`config.mk`:
```
export PLATFORM = sky130hd
export DESIGN_NAME = stubide_sec_chan
export DESIGN_NICKNAME = d
export VERILOG_FILES = /design/src/rtl/stubide_pkg.sv /design/src/rtl/stubide_treg.sv /design/src/rtl/stubide_decode.sv /design/src/rtl/stubide_sec_chan.sv
export SDC_FILE = /design/constraint.sdc
export NUM_CORES = 1
export LEC_CHECK = 0
export ABC_CLOCK_PERIOD_IN_PS = 1370
export BUFFER_PORTS_ARGS = -buffer_cell sky130_fd_sc_hd__buf_2
export CAP_MARGIN = 5
export CELL_PAD_IN_SITES_DETAIL_PLACEMENT = 1
export CELL_PAD_IN_SITES_GLOBAL_PLACEMENT = 1
export CORE_MARGIN = 2
export CORE_UTILIZATION = 23
export CTS_BUF_LIST = sky130_fd_sc_hd__clkbuf_8 sky130_fd_sc_hd__clkbuf_16
export DETAILED_ROUTE_END_ITERATION = 10
export GPL_TIMING_DRIVEN = 1
export PLACE_DENSITY_LB_ADDON = 0.3
export SETUP_SLACK_MARGIN = 0.4
export SYNTH_ARGS = -nofsm -noshare
export SYNTH_HDL_FRONTEND = slang
export SYNTH_SLANG_ARGS = --single-unit
```
`constraint.sdc`:
```
create_clock -name clk -period 1.37 [get_ports clk]
set_input_delay 0.274 -clock clk [delete_from_list [all_inputs] [get_ports clk]]
set_output_delay 0.274 -clock clk [all_outputs]
set_load 0.02 [all_outputs]
```
`src/rtl/stubide_pkg.sv`:
```
package stubide_pkg;
  localparam int unsigned TREG_W     = 16;
  localparam int unsigned DEC_EN_BIT = 15;
  localparam int unsigned RSVD_BIT   = 11;

  typedef enum logic [1:0] {
    HIT_NONE = 2'd0,
    HIT_CMD  = 2'd1,
    HIT_CTL  = 2'd2
  } hit_e;
endpackage

```
`src/rtl/stubide_treg.sv`:
```
// Timing register with per-byte write enables and one read-as-zero bit.
module stubide_treg #(
  parameter int unsigned W    = 16,
  parameter int unsigned RSVD = 11
) (
  input  logic             clk,
  input  logic             rst_n,
  input  logic             wr,
  input  logic [W/8-1:0]   be,
  input  logic [W-1:0]     wdata,
  output logic [W-1:0]     q
);
  localparam int unsigned LANES = W / 8;
  localparam logic [W-1:0] KEEP_MASK = ~({{(W-1){1'b0}}, 1'b1} << RSVD);

  logic [W-1:0] nxt;

  always_comb begin
    nxt = q;
    for (int i = 0; i < LANES; i++) begin
      if (wr && be[i]) nxt[i*8 +: 8] = wdata[i*8 +: 8];
    end
    nxt = nxt & KEEP_MASK;
  end

  always_ff @(posedge clk or negedge rst_n) begin
    if (!rst_n) q <= '0;
    else        q <= nxt;
  end
endmodule

```
`src/rtl/stubide_decode.sv`:
```
// Address match against the command block range and the control port.
module stubide_decode
  import stubide_pkg::*;
#(
  parameter int unsigned AW       = 16,
  parameter int unsigned CMD_BASE = 'h170,
  parameter int unsigned CMD_SPAN = 8,
  parameter int unsigned CTL_ADDR = 'h376
) (
  input  logic [AW-1:0] addr,
  input  logic          cmd_off,
  input  logic          ctl_off,
  output hit_e          hit
);
  localparam logic [AW-1:0] CMD_LO = AW'(CMD_BASE);
  localparam logic [AW-1:0] CMD_HI = AW'(CMD_BASE + CMD_SPAN - 1);
  localparam logic [AW-1:0] CTL_A  = AW'(CTL_ADDR);

  logic in_cmd, in_ctl;

  always_comb begin
    in_cmd = (addr >= CMD_LO) && (addr <= CMD_HI);
    in_ctl = (addr == CTL_A);
    if (in_cmd && !cmd_off)      hit = HIT_CMD;
    else if (in_ctl && !ctl_off) hit = HIT_CTL;
    else                         hit = HIT_NONE;
  end
endmodule

```
`src/rtl/stubide_sec_chan.sv`:
```
module stubide_sec_chan
  import stubide_pkg::*;
#(
  parameter int unsigned AW       = 16,
  parameter int unsigned DW       = 8,
  parameter int unsigned CMD_BASE = 'h170,
  parameter int unsigned CMD_SPAN = 8,
  parameter int unsigned CTL_ADDR = 'h376
) (
  input  logic              clk,
  input  logic              rst_n,
  input  logic              io_space_en,
  input  logic [1:0]        sig_off,
  input  logic              cfg_wr,
  input  logic [1:0]        cfg_be,
  input  logic [TREG_W-1:0] cfg_wdata,
  output logic [TREG_W-1:0] cfg_rdata,
  input  logic              req_valid,
  output logic              req_ready,
  input  logic [AW-1:0]     req_addr,
  input  logic              req_write,
  input  logic [DW-1:0]     req_wdata,
  output logic              io_claim,
  output logic [DW-1:0]     io_rdata
);
  logic [TREG_W-1:0] treg_q;
  hit_e              hit;
  logic              dec_on;
  logic              unused_sink;

  stubide_treg #(.W(TREG_W), .RSVD(RSVD_BIT)) u_treg (
    .clk   (clk),
    .rst_n (rst_n),
    .wr    (cfg_wr),
    .be    (cfg_be),
    .wdata (cfg_wdata),
    .q     (treg_q)
  );

  stubide_decode #(
    .AW(AW), .CMD_BASE(CMD_BASE), .CMD_SPAN(CMD_SPAN), .CTL_ADDR(CTL_ADDR)
  ) u_dec (
    .addr    (req_addr),
    .cmd_off (sig_off[0]),
    .ctl_off (sig_off[1]),
    .hit     (hit)
  );

  assign dec_on    = treg_q[DEC_EN_BIT] & io_space_en;
  assign io_claim  = req_valid & dec_on & (hit != HIT_NONE);
  assign req_ready = 1'b1;
  assign io_rdata  = '0;
  assign cfg_rdata = treg_q;
  // Write data and read/write direction carry no state: dropped on purpose.
  assign unused_sink = ^{req_wdata, req_write};
endmodule

```
# == After elaboration in Yosys (flattened, before gate mapping) ==
# Cells that the tools add are included.
# word_totals
register_bits,15
elab_cells,18
# op_classes
n_lt_le_gt_ge,2
muxes,2
n_reduce_logical,8
bitwise,3
eq_ne,1
# ops
operator,n
$eq A16 B10 Y1 const B,1
$ge A16 B9 Y1 const B,1
$le A16 B9 Y1 const B,1
$logic_and A1 B1 Y1,5
$mux W2,2
$and A1 B1 Y1,3
$logic_not A1 Y1,2
$reduce_bool A2 Y1,1

# == Depth between registers and ports, before layout ==
# depth
ltp_word,6
depth_mapped,3

# == By module ==
# Synthesis repeated with hierarchy kept, for this count alone.
# hier_totals
hier_cells,55
hier_area_um2,733.2
# by_module_without_submodules
module,cells_per_inst,area_per_inst_um2,instances
stubide_treg,34,568.0,1
stubide_sec_chan,12,86.3,1
stubide_decode,9,78.8,1

# == Worst setup path before layout ==
# OpenSTA, ideal clock, no wires.
# synth_timing
path_kind,input-to-output
start,input port req_addr[2]
end,output port io_claim
arrival_time_ns,1.145
setup_slack_ns,-0.049
path_buffers,0
cell_stages,3
t_required_ns,1.096
path_cell_list,nand3_1 -> a2111o_1 -> a211oi_2
# synth_between
elab_chain_cells,6
elab_cells_between_ends,10
# synth_rtl
element,line,rtl
from (decl),stubide_sec_chan.sv:20,"input logic [AW-1:0] req_addr,"
"$ge A16 B9 Y1, or another cell as far along",stubide_decode.sv:22,in_cmd = (addr >= CMD_LO) && (addr <= CMD_HI);
"$logic_and A1 B1 Y1, on equally long branches","stubide_decode.sv:22, stubide_decode.sv:25",
$logic_and A1 B1 Y1 / $mux W2 (equally long branches),"stubide_decode.sv:24, stubide_decode.sv:25",
$mux W2 *,stubide_decode.sv:24,if (in_cmd && !cmd_off) hit = HIT_CMD;
$reduce_bool A2 Y1 *,stubide_sec_chan.sv:50,assign io_claim = req_valid & dec_on & (hit != HIT_NONE);
$and A1 B1 Y1 *,stubide_sec_chan.sv:50,
to (decl),stubide_sec_chan.sv:23,"output logic io_claim,"
# Every way passes the cells marked *; elsewhere a longest branch is shown, timed or not.

# == Worst setup path after layout ==
# layout_timing
start,input port req_addr[0]
end,output port io_claim
# Same word-level chain as after synthesis.

==> results.tsv <==
stage	metric	value	unit
route	vias per cell	4.27	
sta	Clock Skew	0	ps
global_route	Remaining Overflow, GRT	0	
floorplanning	Core Box Area	3000	um2
floorplanning	die width	59.7	um
pwr	combinational fraction of design power	0.330	
sta	WHS	259	ps
finish	Top Registers	u_treg.q (15)	
sta	# setup viols final	1	
run_status	outcome	finished with violations	
route	Antenna Nets Post-Route	0	
floorplanning	die extent in y	59.7	um
finish	area occupied by multi-input gates	332	um2
pwr	Pint	0.000962	W
cts	Num CTS Buffers	3	
critical_path	Max FO, Critical Path	2	
flow_run	MaxCap Viol Count	0	
synth	Cells after Synth	54	
cts	CTS tree	yes	
global_route	GRT Overall Usage	0.0948	
synth	synth unique cells	10	
cts	clock-pin transition on the worst setup and hold timing paths	60	ps
synth	Syn Area/Cell	13.2	um2
global_route	vias in the first global route	621	
sta	final worst slack	-119	ps
route	DR iter-0 viols	7	
critical_path	crit start category	input pin	
pwr	Power Dens Cells	1110	nW/um2
route	Vias	636	
finish	max reg flops	15	
critical_path	Critical Path AT	1210	ps
cts	root buf cell	clkbuf_8	
synth	Synth Cell Area	714	um2
global_route	largest net degree at the start of global routing	16	
finish	# fillers	332	
run_status	failing checks	setup timing	
placement	Buffers on Ports	55	
sta	unrepaired setup endpoints after global routing	true	
sta	Final Hold Vio Count	0	
finish	FF/Latch Area	377	um2
pwr	Net Sw Power	0.000392	W
placement	pre-CTS setup slack	-147	ps
finish	Area Overhead vs Synth	70.6	%
pwr	LEAKAGE	0.603	nW
synth	Synth area leaders	dfrtp_1 53%, mux2_2 24%, buf_4 11%	
finish	fraction of layout cells with a size suffix above 1	0.716	
global_route	first-pass GRT wire length	2520	um
synth	Ys Warns	0	
placement	post-detail-place hpwl	1420	um
sta	Max Transition Viols Final	0	
route	wirelength, routed	1780	um
pwr	Clock Power Share	0.260	
sta	Fmax	672	MHz
cts	Clk Latency, worst-skew pair	240	ps
sta	final worst path period need	1490	ps
hold_path	Worst Hold Class	in2reg	
global_route	initial antenna violation count	0	
critical_path	CP Data Required Time	1100	ps
finish	Layout Nets	167	
pwr	VDD IR max	0.495	mV
finish	Ant. Diodes	0	
placement	GPL Wtd Cong	0.599	
floorplanning	total die area	3570	um2
sta	Post-Route Setup TNS	-119	ps
sta	final clock period utilization by the worst path	1.09	
synth	FF+latch count, synth	15	
cts	Clock Path Buffers	2	
floorplanning	Starting Density	0.238	
synth	top cell type's share of synthesized area	0.525	
synth	part of the Yosys area used for sequential elements	0.525	
pwr	Switching Share	0.290	
route	residual DRC count	0	
cts	CTS Sinks	15	
critical_path	Worst setup EP type	output port	
synth	Synth area leader	dfrtp_1	
floorplanning	I/O pins	76	
route	wire per inst	11.9	um
pwr	sequential group share of total power	0.410	
cts	H-tree levels	1	
floorplanning	# rows	20	
finish	Reg with most FFs	u_treg.q	
critical_path	Worst Setup Path Type	in2out	
route	DR pass1 iterations	2	
## synth_stat cells
cell / count
nor4bb_1: 2
a2111o_1: 1
conb_1: 2
buf_4: 10
dfrtp_1: 15
a211oi_2: 1
nand3_1: 3
nand2_1: 3
mux2_2: 15
nor4b_1: 2
## metal layers
layer,vias to the layer above,GRT usage,share of wire
met1,291,0.0850,0.34
met4,0,0.0286,0
met5,-,0,0
met3,0,0.0433,0.15
met2,49,0.185,0.51
li1,296,-,-
## power by group through the flow
stage / clock network, W / logic, W / registers, W
6_report: 0.000352 / 0.000447 / 0.000555
3_5_place_dp: 0 / 0.000337 / 0.000548
4_1_cts: 0.000372 / 0.000431 / 0.000555
2_1_floorplan: 0 / 0.000124 / 0.000631
5_1_grt: 0.000385 / 0.000477 / 0.000563
3_3_place_gp: 0 / 0.000330 / 0.000544
## worst max-delay path: stages
cell and delay [ps]:
buf_2 100, nand3_2 70, a2111o_1 410, a211oi_4 220, buf_6 140
## final timing paths
kind                                from            to  slack (ps)  cells after the start
max                          req_addr[0]      io_claim        -120                      5
min                        cfg_wdata[14]  u_treg.q[14]         260                      2
max reg2reg                 u_treg.q[10]  u_treg.q[10]         390                      3
min reg2reg                  u_treg.q[0]   u_treg.q[0]         530                      1
max in group asynchronous          rst_n  u_treg.q[15]         640                      2
min in group asynchronous          rst_n   u_treg.q[1]         460                      2
## placed cells by master (no fill, tap or decap), types with 2 or more instances in the layout
master    instances
buf_4             2
buf_6            18
nand2_1           3
conb_1           10
nand3_1           2
mux2_2           14
dfrtp_1          14
clkbuf_8          3
buf_2            39
## cell families after synthesis
group	after synthesis	share of synthesized area
muxes	15	0.236
and+or+nand+nor	10	0.0893
DFF	15	0.525
buffers and inverters	10	0.105
other	2	0.0105
AOI/OAI and AO/OA	2	0.0333
## final cells by class
type | instances | area share
repair buffers | 60 | 0.347
multi-input cells | 37 | 0.272
clock inverters | 1 | 0.00411
well taps | 33 | 0.0339
flip-flops and latches | 15 | 0.309
clock buffers | 3 | 0.0339
## through the flow
stage	cells	instance area [um2]	utilization	total power, W
6_report	149	1220	0.406	0.00135
5_1_grt	149	1220	0.406	0.00142
4_1_cts	148	1180	0.395	0.00136
3_5_place_dp	141	1010	0.338	0.000885
3_3_place_gp	141	1010	0.338	0.000874
2_1_floorplan	62	764	-	0.000755
## repair_timing
item	4_1_cts	5_1_grt
setup buffers	2	1
endpoints found under the setup margin	16	16
gates cloned	0	0
hold buffers	1	0
endpoints found under the hold margin	15	0
resized for setup	32	5
pin swaps	0	2
Power figures use the tool's default switching activity.
